## src/rtl/delay_step_pkg.sv

```systemverilog
package delay_step_pkg;
  typedef enum logic [2:0] {
    ST_IDLE,
    ST_RST,
    ST_RD,
    ST_WR,
    ST_FIN
  } step_state_e;

  localparam logic [1:0] PH_SETUP = 2'd0;
  localparam logic [1:0] PH_CLK   = 2'd1;
  localparam logic [1:0] PH_HOLD  = 2'd2;
endpackage

```

## src/rtl/phase_seq.sv

```systemverilog
module phase_seq #(
  parameter int PHASE_CLKS = 2
) (
  input  logic       clk_i,
  input  logic       rst_ni,
  input  logic       run_i,
  output logic [1:0] phase_o,
  output logic       last_o
);
  import delay_step_pkg::*;

  localparam int CNT_W = (PHASE_CLKS > 1) ? $clog2(PHASE_CLKS) : 1;
  localparam logic [CNT_W-1:0] CNT_MAX = CNT_W'(PHASE_CLKS - 1);

  logic [CNT_W-1:0] cnt_q;
  logic [1:0]       phase_q;
  logic             phase_end;

  assign phase_end = run_i && (cnt_q == CNT_MAX);
  assign last_o    = phase_end && (phase_q == PH_HOLD);
  assign phase_o   = phase_q;

  always_ff @(posedge clk_i or negedge rst_ni) begin
    if (!rst_ni) begin
      cnt_q   <= '0;
      phase_q <= PH_SETUP;
    end else if (!run_i) begin
      cnt_q   <= '0;
      phase_q <= PH_SETUP;
    end else if (phase_end) begin
      cnt_q   <= '0;
      phase_q <= (phase_q == PH_HOLD) ? PH_SETUP : phase_q + 2'd1;
    end else begin
      cnt_q <= cnt_q + 1'b1;
    end
  end


  phase_range_chk: assert property (@(posedge clk_i) disable iff (!rst_ni)
    (phase_q != 2'd3) && (cnt_q <= CNT_MAX));


  phase_hold_chk: assert property (@(posedge clk_i) disable iff (!rst_ni)
    run_i && !phase_end |=> (phase_q == $past(phase_q)) || !$past(run_i));
endmodule

```

## src/rtl/tap_track.sv

```systemverilog
module tap_track #(
  parameter int TAP_W   = 6,
  parameter int RST_VAL = 16
) (
  input  logic             clk_i,
  input  logic             rst_ni,
  input  logic             cap_i,
  input  logic [TAP_W-1:0] target_i,
  input  logic             load_i,
  input  logic             step_i,
  output logic [TAP_W-1:0] tap_o,
  output logic             match_o,
  output logic             up_o
);
  localparam logic [TAP_W-1:0] RST_TAP = TAP_W'(RST_VAL);

  logic [TAP_W-1:0] tap_q;
  logic [TAP_W-1:0] tgt_q;

  assign match_o = (tap_q == tgt_q);
  assign up_o    = (tap_q < tgt_q);
  assign tap_o   = tap_q;

  always_ff @(posedge clk_i or negedge rst_ni) begin
    if (!rst_ni) begin
      tgt_q <= RST_TAP;
    end else if (cap_i) begin
      tgt_q <= target_i;
    end
  end

  always_ff @(posedge clk_i or negedge rst_ni) begin
    if (!rst_ni) begin
      tap_q <= RST_TAP;
    end else if (load_i) begin
      tap_q <= RST_TAP;
    end else if (step_i) begin
      tap_q <= up_o ? tap_q + 1'b1 : tap_q - 1'b1;
    end
  end


  no_step_at_match_chk: assert property (@(posedge clk_i) disable iff (!rst_ni)
    step_i |-> !match_o);


  unit_step_chk: assert property (@(posedge clk_i) disable iff (!rst_ni)
    (tap_q != $past(tap_q)) && !$past(load_i) |->
      (tap_q == TAP_W'($past(tap_q) + 1'b1)) || (tap_q == TAP_W'($past(tap_q) - 1'b1)));
endmodule

```

## src/rtl/delay_tap_stepper.sv

```systemverilog
module delay_tap_stepper #(
  parameter int TAP_W      = 6,
  parameter int PHASE_CLKS = 2,
  parameter int RD_RST_TAP = 16,
  parameter int WR_RST_TAP = 32
) (
  input  logic             clk_i,
  input  logic             rst_ni,
  input  logic             start_i,
  input  logic [TAP_W-1:0] rd_target_i,
  input  logic [TAP_W-1:0] wr_target_i,
  output logic             rd_rst_o,
  output logic             wr_rst_o,
  output logic             rd_ce_o,
  output logic             wr_ce_o,
  output logic             inc_o,
  output logic             step_clk_o,
  output logic [TAP_W-1:0] rd_tap_o,
  output logic [TAP_W-1:0] wr_tap_o,
  output logic             done_o
);
  import delay_step_pkg::*;

  step_state_e state_q, state_d;
  logic [1:0]  phase;
  logic        pulse_end, run;
  logic        cap, load;
  logic        rd_match, wr_match, rd_up, wr_up;
  logic        rd_move, wr_move;

  assign rd_move = (state_q == ST_RD) && !rd_match;
  assign wr_move = (state_q == ST_WR) && !wr_match;
  assign run     = (state_q == ST_RST) || rd_move || wr_move;
  assign cap     = (state_q == ST_IDLE) && start_i;
  assign load    = (state_q == ST_RST) && pulse_end;

  phase_seq #(.PHASE_CLKS(PHASE_CLKS)) i_phase (
    .clk_i   (clk_i),
    .rst_ni  (rst_ni),
    .run_i   (run),
    .phase_o (phase),
    .last_o  (pulse_end)
  );

  tap_track #(.TAP_W(TAP_W), .RST_VAL(RD_RST_TAP)) i_rd_line (
    .clk_i    (clk_i),
    .rst_ni   (rst_ni),
    .cap_i    (cap),
    .target_i (rd_target_i),
    .load_i   (load),
    .step_i   (rd_move && pulse_end),
    .tap_o    (rd_tap_o),
    .match_o  (rd_match),
    .up_o     (rd_up)
  );

  tap_track #(.TAP_W(TAP_W), .RST_VAL(WR_RST_TAP)) i_wr_line (
    .clk_i    (clk_i),
    .rst_ni   (rst_ni),
    .cap_i    (cap),
    .target_i (wr_target_i),
    .load_i   (load),
    .step_i   (wr_move && pulse_end),
    .tap_o    (wr_tap_o),
    .match_o  (wr_match),
    .up_o     (wr_up)
  );

  always_comb begin
    state_d = state_q;
    unique case (state_q)
      ST_IDLE: if (start_i)   state_d = ST_RST;
      ST_RST:  if (pulse_end) state_d = ST_RD;
      ST_RD:   if (rd_match)  state_d = ST_WR;
      ST_WR:   if (wr_match)  state_d = ST_FIN;
      ST_FIN:                 state_d = ST_IDLE;
      default:                state_d = ST_IDLE;
    endcase
  end

  always_ff @(posedge clk_i or negedge rst_ni) begin
    if (!rst_ni) state_q <= ST_IDLE;
    else         state_q <= state_d;
  end

  assign rd_rst_o   = (state_q == ST_RST);
  assign wr_rst_o   = (state_q == ST_RST);
  assign rd_ce_o    = rd_move;
  assign wr_ce_o    = wr_move;
  assign inc_o      = (rd_move && rd_up) || (wr_move && wr_up);
  assign step_clk_o = run && (phase == PH_CLK);
  assign done_o     = (state_q == ST_FIN);


  one_ce_chk: assert property (@(posedge clk_i) disable iff (!rst_ni)
    !(rd_ce_o && wr_ce_o));


  rd_first_chk: assert property (@(posedge clk_i) disable iff (!rst_ni)
    wr_ce_o |-> rd_match);


  wr_quiet_chk: assert property (@(posedge clk_i) disable iff (!rst_ni)
    rd_ce_o |=> $stable(wr_tap_o));


  clk_qualified_chk: assert property (@(posedge clk_i) disable iff (!rst_ni)
    step_clk_o |-> (rd_rst_o && wr_rst_o) || rd_ce_o || wr_ce_o);


  done_pulse_chk: assert property (@(posedge clk_i) disable iff (!rst_ni)
    done_o |=> !done_o);


  done_match_chk: assert property (@(posedge clk_i) disable iff (!rst_ni)
    done_o |-> rd_match && wr_match);


  busy_start_chk: assert property (@(posedge clk_i) disable iff (!rst_ni)
    start_i && (state_q != ST_IDLE) |=> !(rd_rst_o && !$past(rd_rst_o)));
endmodule

```

## config.mk

```make
export PLATFORM = sky130hd
export DESIGN_NAME = delay_tap_stepper
export DESIGN_NICKNAME = d
export VERILOG_FILES = /design/src/rtl/delay_step_pkg.sv /design/src/rtl/phase_seq.sv /design/src/rtl/tap_track.sv /design/src/rtl/delay_tap_stepper.sv
export SDC_FILE = /design/constraint.sdc
export NUM_CORES = 1
export LEC_CHECK = 0
export BUFFER_PORTS_ARGS = -buffer_cell sky130_fd_sc_hd__buf_4
export CORE_MARGIN = 2
export CORE_UTILIZATION = 50
export DETAILED_ROUTE_END_ITERATION = 8
export HOLD_SLACK_MARGIN = 0.1
export PLACE_DENSITY_LB_ADDON = 0.3
export SETUP_SLACK_MARGIN = 0.5
export SLEW_MARGIN = 20
export SYNTH_ARGS = -nofsm -noshare
export SYNTH_HDL_FRONTEND = slang
export SYNTH_SLANG_ARGS = --single-unit
```

## constraint.sdc

```tcl
create_clock -name clk_i -period 5.9 [get_ports clk_i]
set_clock_uncertainty 0.15 [all_clocks]
set_input_delay 0.295 -clock clk_i [delete_from_list [all_inputs] [get_ports clk_i]]
set_output_delay 0.295 -clock clk_i [all_outputs]
set_load 0.1 [all_outputs]
```

# After elaboration in Yosys (flattened, before gate mapping)
# Index checks and enable logic that the tools add are counted.
# W data, S select, Z words.
[word_totals]
wordCells = 64
latchBits = 0
output_inout_bits = 19
rom_bits = 0
mem_count = 0
ff_bits = 30
mem_bits_rw = 0
inputBits = 15
[op_classes]
shift = 0
addsub = 6
reduce_logical = 20
eq_ne = 13
n_mul = 0
div_mod_pow = 0
n_lt_le_gt_ge = 2
bitwise_logic = 0
n_mux = 16
[ops]
columns = ["op", "n"]
rows = [
  ["$mux W6", 6],
  ["$add A6 B1 Y6 const B", 2],
  ["$eq A6 B6 Y1", 2],
  ["$lt A6 B6 Y1", 2],
  ["$mux W3", 4],
  ["$pmux W3 S4", 1],
  ["$sub A6 B1 Y6 const B", 2],
  ["$logic_and A1 B1 Y1", 11],
  ["$ne A2 B2 Y1 const B", 4],
  ["$eq A3 B2 Y1 const B", 2],
  ["$mux W2", 3],
  ["$reduce_and A4 Y1", 1],
  ["$reduce_bool A2 Y1", 2],
  ["$eq A3 B1 Y1 const B", 1],
  ["$eq A3 B3 Y1 const B", 1],
  ["$logic_not A3 Y1", 1],
  ["$logic_or A1 B1 Y1", 3],
  ["$add A2 B1 Y2 const B", 1],
  ["$eq A2 B1 Y1 const B", 1],
  ["$eq A2 B2 Y1 const B", 1],
  ["$logic_not A1 Y1", 2],
  ["$mux W1", 2],
  ["$ne A2 B1 Y1 const B", 1],
  ["$add A1 B1 Y1 const B", 1],
]

# Longest topological paths before layout
# Gate-level depths: netlist of the first run.
[logic_depth]
word_depth = 10
ltp_mapped = 12
mapped_depth_nobuf = 12

# Modules after synthesis
# From an unflattened synthesis of the first run, not the netlist that was laid out.
[hier_totals]
hier_cells = 222
hier_area_um2 = 2172.1
[modules_own_cells]
columns = ["mod", "cells_each", "area_each_um2", "n_inst"]
rows = [
  ["tap_track (i_wr_line)", 94, 872.1, 1],
  ["tap_track (i_rd_line)", 87, 855.8, 1],
  ["delay_tap_stepper", 30, 302.8, 1],
  ["phase_seq", 11, 141.4, 1],
]

# Worst setup path after synthesis of the first run
# OpenSTA, ideal clock, no wires.
[synth_timing]
path_type = "reg2out"
from = "reg i_wr_line.tap_q[4], in the netlist i_wr_line.tap_o[4]"
to = "out inc_o"
path_buffers = 0
required_time_ps = 5455
slack_ps = 1197
arrival_ps = 4258
stages_incl_launch_ff = 6
path_cell_list = "dfrtp_1 > ha_1 > a21oi_1 > nand2_1 > a211o_1 > o32ai_1"
[synth_via]
elab_chain_len = 5
word_cells_on_any_way = 6
[synth_rtl]
columns = ["element", "line_no", "source"]
rows = [
  ["start, declared", "tap_track.sv:17", "logic [TAP_W-1:0] tap_q;"],
  ["start signal, assigned", "tap_track.sv:38", "tap_q <= up_o ? tap_q + 1'b1 : tap_q - 1'b1;"],
  ["branches (longest 3 deep; another with $lt A6 B6 Y1)", "--", ""],
  ["$logic_and A1 B1 Y1 *", "delay_tap_stepper.sv:90", "assign inc_o = (rd_move && rd_up) || (wr_move && wr_up);"],
  ["$logic_or A1 B1 Y1 *", "delay_tap_stepper.sv:90", ""],
  ["end, declared", "delay_tap_stepper.sv:16", "output logic inc_o,"],
]
# Mark *: on every way between the ends.

# Final worst setup path of the first run
[layout_timing]
from = "reg i_wr_line.tgt_q[5]"
to = "reg i_wr_line.tap_q[5], in the netlist i_wr_line.tap_o[5]"
[layout_via]
elab_chain_len = 8
word_cells_on_any_way = 13
[layout_rtl]
columns = ["element", "line_no", "source"]
rows = [
  ["start, declared", "tap_track.sv:18", "logic [TAP_W-1:0] tgt_q;"],
  ["start signal, assigned", "tap_track.sv:28", "tgt_q <= target_i;"],
  ["branches (longest 8 deep; another with $lt A6 B6 Y1)", "--", ""],
]
# Parallel ways; which one is timed is not known. The select of a mux whose other input is x is not followed.
# A chain may end at the register's enable or synchronous reset.

==> impl_metrics.csv, run 1 <==
group,metric,value,unit
die,die_w,65.35,µm
clocking,clock_sinks,30,
timing,rsz0062_at_grt,"false",
clocking,cts-buffers-inserted,5,
drt,met1_length,1968,µm
logic_synthesis,yosysTopAreaCell,"dfrtp_1",
placement,dpl_worst_slack,2.825,ns
worst_setup_path,max_stage_delay,0.51,ns
clocking,clk_pin_slew,0.06,ns
final_layout,syn2layout_area_growth,26.06,%
drt,ant_nets,0,
worst_setup_path,critPathBufInv,1,
logic_synthesis,synth_top_cells_by_count,"26 x dfrtp_1, 25 x nand2_1, 20 x ha_1, 18 x inv_1, 15 x o21ai_0",
grt,first_global_vias,1509,
worst_setup_path,cp_slowest_cell,"dfstp_2",
logic_synthesis,yosysTopAreaCellShare,34.57,%
worst_setup_path,crit_top_cell,"a21oi_1",
logic_synthesis,synth_enable_flop_cells,0,
clocking,cts.repair.resized,0,
worst_setup_path,crit_type,"flip-flop to flip-flop",
worst_setup_path,endpoint_kind,"flip-flop",
logic_synthesis,synth_area_per_cell,9.362,µm²
status,status,"finished, final reports clean",
logic_synthesis,synth_seq_cells,30,
final_layout,nNetsFinal,283,
placement,place_area,2171,µm²
grt,grt-ovfl-total,0,
die,fp.dieH,65.35,µm
timing,slew_headroom,33.25,%
timing,tightestPinTransition,0.9971,ns
drt,routed.top_layer,"met4",
drt,routed_wl,3995,µm
logic_synthesis,syn_nets,238,
die,core_area,3633,µm²
grt,grt_start_max_net_pins,31,
min_path,hold_path.class,"input pin to flip-flop",
logic_synthesis,synth_cell_types,39,
logic_synthesis,synth_area_leaders,"dfrtp_1 35%, ha_1 13%, dfstp_2 5.6%",
worst_setup_path,path_max_fanout,7,
logic_synthesis,synth_most_common_cell,"dfrtp_1",
worst_setup_path,cp-start-kind,"flip-flop",
logic_synthesis,syn-cell-area,1882,µm²
worst_setup_path,crit_arrival,3.17,ns
timing,slew_violations,0,
final_layout,drive_above_1_share,20.65,%
timing,hold_violations,0,
drt,wl_met2,1793,µm
timing,finalSetupTns,0,ns
timing,fmax,0.3211,GHz
clocking,cts_tree,"yes",
placement,portBuffers,33,
clocking,insertion_delay,0.28,ns
logic_synthesis,seq_area_frac_synth,40.16,%
grt,grt_pass1_wl,6755,µm
drt,via_count,1545,
timing,hold-worst-slack,0.1012,ns
final_layout,seq_area,755.7,µm²
flow_run,cap_violations,0,
logic_synthesis,synthArstFlopShare,100.0,%
clocking,htree_levels,2,
placement,gp_congestion,0.8203,
die,die_area,4271,µm²
logic_synthesis,synthCells,201,
grt,grt_usage,20.73,%
timing,period_share,52.78,%
clocking,postCtsSetupBuffers,0,
worst_setup_path,critical_path_required,5.95,ns
final_layout,multiInputGateArea,1040,µm²
clocking,cts_hold_buf,11,
timing,fin_ws,2.786,ns
drt,first_iter_violations,49,
placement,place_hpwl,2786,µm
drt,wl_met3,197,µm
final_layout,n_antenna_cell,0,
logic_synthesis,yosys_warnings,0,
drt,drt_first_pass_iters,4,
grt,antenna_found_initial,0,
die,num_io_pins,34,
clocking,clockBufferDepth,2,
die,rows,22,
worst_setup_path,path_cells,"inv_1 > ha_1 > nand4_1 > a21oi_1 > a211o_1 > ha_1 > a211oi_1 > o21bai_1 > a21oi_1 > xor2_1 > a21oi_1 > o32a_1",
final_layout,fin_area,2372,µm²
final_layout,fillers,307,
clocking,clk_root_buffer_cell,"clkbuf_8",
drt,routed_via_density,5.237,
die,start_util,51.79,%
drt,wl_per_cell,13.54,µm
timing,setup_viol,0,
logic_synthesis,synth-main-ff-cell,"dfrtp_1",
timing,period_needed,3.114,ns
worst_setup_path,critPathTopFamily,"compound AO/OA/AOI/OAI gates",
drt,drc_errors,0,
## final cells by class
type	count	share of cell area [%]
multi-input cells	147	43.83
well taps	48	2.532
repair buffers	44	15.08
clock buffers	7	3.639
clock inverters	1	0.2110
flip-flops and latches	30	31.86
inverters	18	2.848
## stage by stage
stage | cells | utilization, %
detailed placement | 276 | 59.75
global route | 295 | 65.29
finish | 295 | 65.29
global placement | 276 | 59.75
CTS | 295 | 65.29
floorplan | 201 | -
## placed cells by master (no fill, tap or decap), drive strengths merged, types with 2 or more instances in the layout
master,netlist,routed
a22o,3,3
nand2b,6,6
inv,18,18
ha,20,20
a21oi,14,14
xnor2,2,2
mux2,2,2
mux2i,2,2
nand3b,3,3
o21bai,2,2
a21o,5,5
dfstp,4,4
nand4,2,2
buf,2,33
nor3b,3,3
fa,2,2
nand3,3,3
clkbuf,4,7
dlygate4sd3,0,11
or2,3,3
o21ai,16,16
dfrtp,26,26
nor2,13,13
a211oi,3,3
a211o,3,3
xor2,5,5
nand2,25,25
## metal layers
metal,global-route usage (%),up-vias
met2,32.91,32
met5,0,-
met4,7.031,0
met1,26.83,720
li1,-,789
met3,6.507,4
## logic make-up (layout without fill, tap and decap cells)
kind of cell             Yosys count  in the layout  synth area share, %
AND/OR/NAND/NOR                   62             62                16.22
buffers and inverters             24             70                5.053
multiplexers                       4              4                2.261
adder cells (fa/ha/maj)           22             22                15.43
AO/OA/AOI/OAI                     52             52                17.62
flip-flops                        30             30                40.16
XOR/XNOR                           7              7                3.258
## path summary, 6_finish.rpt
kind                                          from                  to  slack (ns)  depth (start not counted)
worst min register to register  i_rd_line.tgt_q[4]  i_rd_line.tgt_q[4]        0.36                          2
worst min-delay path                wr_target_i[1]  i_wr_line.tgt_q[1]        0.10                          3
min in group asynchronous                   rst_ni  i_rd_line.tgt_q[3]        0.33                          2
worst max register to register  i_wr_line.tgt_q[5]  i_wr_line.tap_o[5]        2.79                         12
worst max-delay path            i_wr_line.tgt_q[5]  i_wr_line.tap_o[5]        2.79                         12
max in group asynchronous                   rst_ni  i_rd_line.tgt_q[4]        4.95                          2
## state kept, by name, indices dropped and copies added (netlist names)
| signal | count |
|---|---|
| i_rd_line.tap_o | 6 |
| i_phase.phase_o | 2 |
| i_wr_line.tap_o | 6 |
| i_phase.cnt_q | 1 |
| state_q | 3 |
| i_rd_line.tgt_q | 6 |
| i_wr_line.tgt_q | 6 |
## worst min-delay path, stage by stage
cell     delay (ns)
buf_4          0.08
nand2_1        0.04
o21ai_0        0.07
Power of run 1 is left out: the tool's default activity adds up to more than one toggle a clock period on the data nets, which glitch-free logic cannot reach.
==> run 2, diff against run 1 <==
--- a/config.mk
+++ b/config.mk
@@ -5,6 +5,7 @@
 export SDC_FILE = /design/constraint.sdc
 export NUM_CORES = 1
 export LEC_CHECK = 0
+export ABC_AREA = 1
 export BUFFER_PORTS_ARGS = -buffer_cell sky130_fd_sc_hd__buf_4
 export CORE_MARGIN = 2
 export CORE_UTILIZATION = 50
==> constraint.sdc (replaced) <==
create_clock -name clk_i -period 3.1 [get_ports clk_i]
set_clock_uncertainty 0.15 [all_clocks]
set_input_delay 0.155 -clock clk_i [delete_from_list [all_inputs] [get_ports clk_i]]
set_output_delay 0.155 -clock clk_i [all_outputs]
set_load 0.1 [all_outputs]
==> impl_metrics.csv, run 2 <==
group,metric,value,unit
status,status,"finished, final reports clean",
drt,via_count,1874,
worst_setup_path,crit_top_cell,"nand2_1",
placement,dpl_worst_slack,0.4379,ns
pwr,power_leakage,1.459,nW
die,num_io_pins,34,
logic_synthesis,synth_seq_cells,30,
logic_synthesis,synth_most_common_cell,"nand2_1",
clocking,insertion_delay,0.29,ns
logic_synthesis,seq_area_frac_synth,36.96,%
drt,routed_via_density,5.177,
worst_setup_path,path_max_fanout,7,
clocking,cts-buffers-inserted,5,
worst_setup_path,crit_arrival,2.58,ns
logic_synthesis,synthArstFlopShare,100.0,%
timing,setup_viol,0,
timing,period_share,82.12,%
clocking,clk_root_buffer_cell,"clkbuf_8",
worst_setup_path,critical_path_required,3.13,ns
flow_run,cap_violations,0,
logic_synthesis,yosys.area_share.adder,14.20,%
timing,finalSetupTns,0,ns
grt,grt_start_max_net_pins,31,
logic_synthesis,synthMuxAreaShare,1.102,%
logic_synthesis,synth_cell_types,31,
grt,first_global_vias,1755,
grt,antenna_found_initial,0,
clocking,htree_levels,2,
worst_setup_path,ff2ff_path_depth,12,
final_layout,final_cell_mix,"55 x nand2_1, 40 x inv_1, 39 x buf_4",
final_layout,syn2layout_area_growth,38.98,%
timing,slew_headroom,72.84,%
grt,grt_usage,22.74,%
worst_setup_path,cp-start-kind,"flip-flop",
placement,place_area,2481,µm²
logic_synthesis,yosysTopAreaCellShare,31.82,%
die,start_util,51.48,%
placement,place_hpwl,3447,µm
die,core_area,3971,µm²
min_path,hold_path.class,"input pin to flip-flop",
drt,drt_first_pass_iters,4,
final_layout,n_antenna_cell,0,
logic_synthesis,synth_top_family_by_area,"simple AND/OR/NAND/NOR gates",
logic_synthesis,synth_top_cells_by_count,"59 x nand2_1, 40 x inv_1, 26 x dfrtp_1, 20 x ha_1, 18 x a21oi_1",
timing,tightestPinTransition,0.4074,ns
worst_setup_path,cp_slowest_cell,"dfstp_4",
logic_synthesis,synth_area_leaders,"dfrtp_1 32%, ha_1 12%, nand2_1 11%",
clocking,cts_tree,"yes",
worst_setup_path,reg2reg_from,"i_wr_line.tap_o[5]",
clocking,clk_pin_slew,0.07,ns
die,fp.dieH,67.95,µm
pwr,power.density,258.6,nW/µm²
placement,dp_cells,333,
worst_setup_path,endpoint_kind,"flip-flop",
logic_synthesis,synthSimpleGateAreaFrac,27.23,%
timing,fin_ws,0.5542,ns
final_layout,final_common_cell,"nand2_1",
worst_setup_path,worstSetupEndpoint,"i_wr_line.tap_o[4]",
logic_synthesis,synth_area_per_cell,8.081,µm²
timing,slew_violations,0,
final_layout,stdcell_count,362,
logic_synthesis,synth-compound-area-share,8.874,%
final_layout,nNetsFinal,348,
timing,fmax,0.3928,GHz
worst_setup_path,reg2reg_slack,0.55,ns
worst_setup_path,crit_path_start,"i_wr_line.tap_o[5]",
logic_synthesis,yosys_warnings,0,
die,die_w,67.95,µm
worst_setup_path,max_stage_delay,0.64,ns
grt,grt_pass1_wl,7845,µm
logic_synthesis,synth-main-ff-cell,"dfrtp_1",
logic_synthesis,syn-cell-area,2044,µm²
timing,hold-worst-slack,0.1456,ns
worst_setup_path,r2r_end,"i_wr_line.tap_o[4]",
final_layout,fin_area,2841,µm²
timing,period_needed,2.546,ns
placement,portBuffers,33,
placement,gp_congestion,0.8172,
drt,drc_errors,0,
logic_synthesis,yosysTopAreaCell,"dfrtp_1",
clocking,clockBufferDepth,2,
die,rows,23,
final_layout,drive_above_1_share,31.41,%
worst_setup_path,path_cells,"ha_1 > nand2_2 > inv_1 > nand2_1 > nand3_4 > buf_4 > fa_2 > nand3_1 > nand2_1 > xor2_1 > nand2_1 > nand2_1",
drt,first_iter_violations,99,
worst_setup_path,crit_type,"flip-flop to flip-flop",
pwr,ir_worst_vdd,0.2083,mV
logic_synthesis,synth_enable_flop_cells,0,
logic_synthesis,synthCells,253,
drt,ant_nets,0,
timing,rsz0062_at_grt,"true",
logic_synthesis,syn_nets,290,
clocking,clock_sinks,30,
drt,wl_per_cell,13.75,µm
logic_synthesis,synth-xor-area-share,2.570,%
die,die_area,4617,µm²
timing,hold_violations,0,
drt,routed_wl,4977,µm
grt,grt-ovfl-total,0,
[run 2: cell families (layout without fill, tap and decap cells)]
group / after synthesis / after routing
DFF: 30 / 30
muxes: 2 / 2
xor gates and xnor gates: 6 / 6
AOI/OAI and AO/OA: 34 / 34
and+or+nand+nor: 112 / 112
adders and majority gates: 22 / 22
buffers and inverters: 47 / 106
[run 2: cell type report]
type,count,area [µm²]
Clock buffer,8,80.08
Timing Repair Buffer,55,464.2
Sequential cell,30,778.2
Tap cell,50,62.56
Multi-Input combinational cell,176,1294
Inverter,43,162.7
Fill cell,299,1130
[run 2: worst min path at each step]
stage	slack [ns]	end	cells after the start	from
after floorplan	-0.29	i_phase.cnt_q	0	rst_ni
after global placement	-0.04	i_rd_line.tgt_q[1]	1	rst_ni
after detailed placement	-0.04	i_rd_line.tgt_q[0]	1	rst_ni
after CTS	0.14	i_wr_line.tgt_q[0]	3	start_i
after global routing	0.18	i_wr_line.tgt_q[0]	3	start_i
final	0.15	i_wr_line.tgt_q[0]	3	start_i
[run 2: metrics by stage]
step	power [W]	util [%]
after floorplan	0.0003990	-
after global placement	0.0004202	62.48
after detailed placement	0.0004204	62.48
after CTS	0.0007384	68.12
after global routing	0.0007634	71.55
final	0.0007347	71.55
[run 2: layer usage]
metal	share of wire, %	track usage [%]	up-vias
met1	43	30.00	886
li1	-	-	942
met2	51	36.65	36
met4	2.0	9.500	0
met5	0	0	-
met3	3.9	4.112	10
[run 2: report_power, final]
part	internal (W)	leakage [nW]	switching [W]
Combinational	0.0000219	1.08	0.0000128
Clock	0.000159	0.0395	0.000149
Sequential	0.000392	0.335	0
[run 2: worst max-delay path: cells and delay by family, from the launching register on]
family        cells  cell delay (ns)
simple gates      7             0.65
flops             1             0.64
fa+ha+maj         2             0.63
buf+inv           2             0.24
xor+xnor          1             0.14
[run 2: timing repair]
item,4_1_cts,5_1_grt
buffers inserted,0,7
endpoints found under the setup margin,2,7
hold buffers,14,0
pin swaps,0,3
resized for setup,1,15
hold endpoints to repair,42,0
Note: power is estimated with default switching activity, not from simulation.
==> run 3, diff against run 2 <==
--- a/config.mk
+++ b/config.mk
@@ -5,7 +5,7 @@
 export SDC_FILE = /design/constraint.sdc
 export NUM_CORES = 1
 export LEC_CHECK = 0
-export ABC_AREA = 1
+export ABC_AREA = 0
 export BUFFER_PORTS_ARGS = -buffer_cell sky130_fd_sc_hd__buf_4
 export CORE_MARGIN = 2
 export CORE_UTILIZATION = 50
==> constraint.sdc (replaced) <==
create_clock -name clk_i -period 2.2 [get_ports clk_i]
set_clock_uncertainty 0.15 [all_clocks]
set_input_delay 0.11 -clock clk_i [delete_from_list [all_inputs] [get_ports clk_i]]
set_output_delay 0.11 -clock clk_i [all_outputs]
set_load 0.1 [all_outputs]
==> impl_metrics.csv, run 3 (synthesis gave the netlist of run 1 again) <==
group,metric,value,unit
drt,drc_errors,0,
drt,routed_wl,6088,µm
clocking,clockBufferDepth,2,
die,num_io_pins,34,
die,die_w,65.35,µm
worst_setup_path,ff2ff_path_depth,11,
worst_setup_path,crit_arrival,3.13,ns
timing,hold-worst-slack,0.1594,ns
die,fp.dieH,65.35,µm
clocking,cts_tree,"yes",
drt,wl_per_cell,17.80,µm
worst_setup_path,endpoint_kind,"flip-flop",
timing,fin_ws,-0.8640,ns
clocking,clk_root_buffer_cell,"clkbuf_8",
worst_setup_path,crit_type,"flip-flop to flip-flop",
flow_run,cap_violations,0,
placement,dpl_worst_slack,-0.6035,ns
status,violations,"setup timing",
timing,fmax,0.3264,GHz
final_layout,seq_area,793.3,µm²
clocking,cts-buffers-inserted,5,
timing,slew_violations,0,
status,status,"finished with violations",
final_layout,nNetsFinal,330,
worst_setup_path,path_cells,"ha_4 > a21oi_4 > nand2_2 > a211o_4 > ha_4 > a211oi_4 > o21bai_1 > a21oi_2 > xor2_1 > a21oi_1 > o32a_1",
drt,first_iter_violations,82,
drt,ant_nets,0,
grt,grt_usage,28.69,%
worst_setup_path,critical_path_required,2.27,ns
grt,grt_pass1_wl,8949,µm
clocking,clk_pin_slew,0.07,ns
grt,grt-ovfl-total,0,
placement,gp_congestion,0.8487,
worst_setup_path,cp-start-kind,"flip-flop",
drt,routed_via_density,5.494,
placement,portBuffers,33,
timing,slew_headroom,70.14,%
clocking,clock_sinks,30,
worst_setup_path,max_stage_delay,0.49,ns
final_layout,n_antenna_cell,0,
timing,finalSetupTns,-5.860,ns
final_layout,final_common_cell,"buf_4",
worst_setup_path,cp_slowest_cell,"dfrtp_4",
final_layout,syn2layout_area_growth,72.74,%
drt,via_count,1879,
final_layout,multiInputGateArea,1421,µm²
die,core_area,3633,µm²
worst_setup_path,crit_top_cell,"ha_4",
timing,hold_violations,0,
timing,setup_viol,13,
die,die_area,4271,µm²
drt,drt_first_pass_iters,4,
grt,first_global_vias,1906,
min_path,worstHoldPathCells,4,
placement,place_hpwl,3497,µm
clocking,insertion_delay,0.29,ns
final_layout,final_cell_mix,"63 x buf_4, 21 x nand2_1, 16 x dfrtp_1",
timing,period_needed,3.064,ns
timing,tightestPinTransition,0.4463,ns
final_layout,drive_above_1_share,52.72,%
die,rows,22,
clocking,htree_levels,2,
timing,rsz0062_at_grt,"true",
min_path,hold_path.class,"input pin to flip-flop",
grt,grt_start_max_net_pins,31,
timing,period_share,139.3,%
die,start_util,51.79,%
worst_setup_path,path_max_fanout,5,
final_layout,fillers,165,
grt,antenna_found_initial,0,
[run 3: changes by cell type in the layout (fill, tap and decap cells not counted), moves of 7 or more]
cell and delta:
nand3_1 -9, buf_4 +24, a21oi_2 +7, buf_6 +8
a21oi_1 -11, o21ai_0 +10, nand4_1 -7, inv_1 -26
nand2_1 -34
[run 3: cell type report]
class,instances,share of cell area [%]
Clock buffer,7,2.656
Sequential cell,30,24.40
Timing Repair Buffer,91,24.90
Clock inverter,1,0.1540
Tap cell,48,1.848
Multi-Input combinational cell,147,43.73
Inverter,18,2.309
[run 3: path summary, 6_finish.rpt]
path	startpoint	to	slack [ns]
max in group asynchronous	rst_ni	i_rd_line.tap_o[0]	1.41
hold reg to reg	i_phase.cnt_q	i_phase.cnt_q	0.36
setup reg to reg	i_wr_line.tap_o[4]	i_wr_line.tap_o[5]	-0.86
hold / removal	start_i	state_q[0]	0.16
setup / recovery	i_wr_line.tap_o[4]	i_wr_line.tap_o[5]	-0.86
min in group asynchronous	rst_ni	i_wr_line.tap_o[4]	0.17
[run 3: layer usage]
metal  GRT usage (%)  vias to the layer above  wire length [µm]
met4           15.63                        0               197
met3           5.479                       23               238
met2           51.15                       54              3183
li1                -                      885                 -
met1           32.07                      917              2468
met5               0                        -                 0
[run 3: stage by stage]
stage	utilization (%)	area (µm²)	std cells
floorplan	-	2226	201
global placement	75.93	2759	314
detailed placement	75.93	2759	314
CTS	86.88	3157	339
global route	89.46	3251	342
finish	89.46	3251	342
[run 3: critical path, delay by kind of cell, from the launching register on]
kind | cells | cell delay (ns)
adder cells (fa/ha/maj) | 2 | 0.52
AO/OA/AOI/OAI | 7 | 1.43
AND/OR/NAND/NOR | 1 | 0.08
XOR/XNOR | 1 | 0.30
flip-flops | 1 | 0.49
[run 3: timing repair]
item	CTS	global route
hold endpoints to repair	42	0
setup buffers	4	2
pin swaps	12	19
hold buffers	13	0
gates cloned	0	1
endpoints found under the setup margin	35	34
gates resized for setup	33	13
Power of run 3 is left out for the same reason.
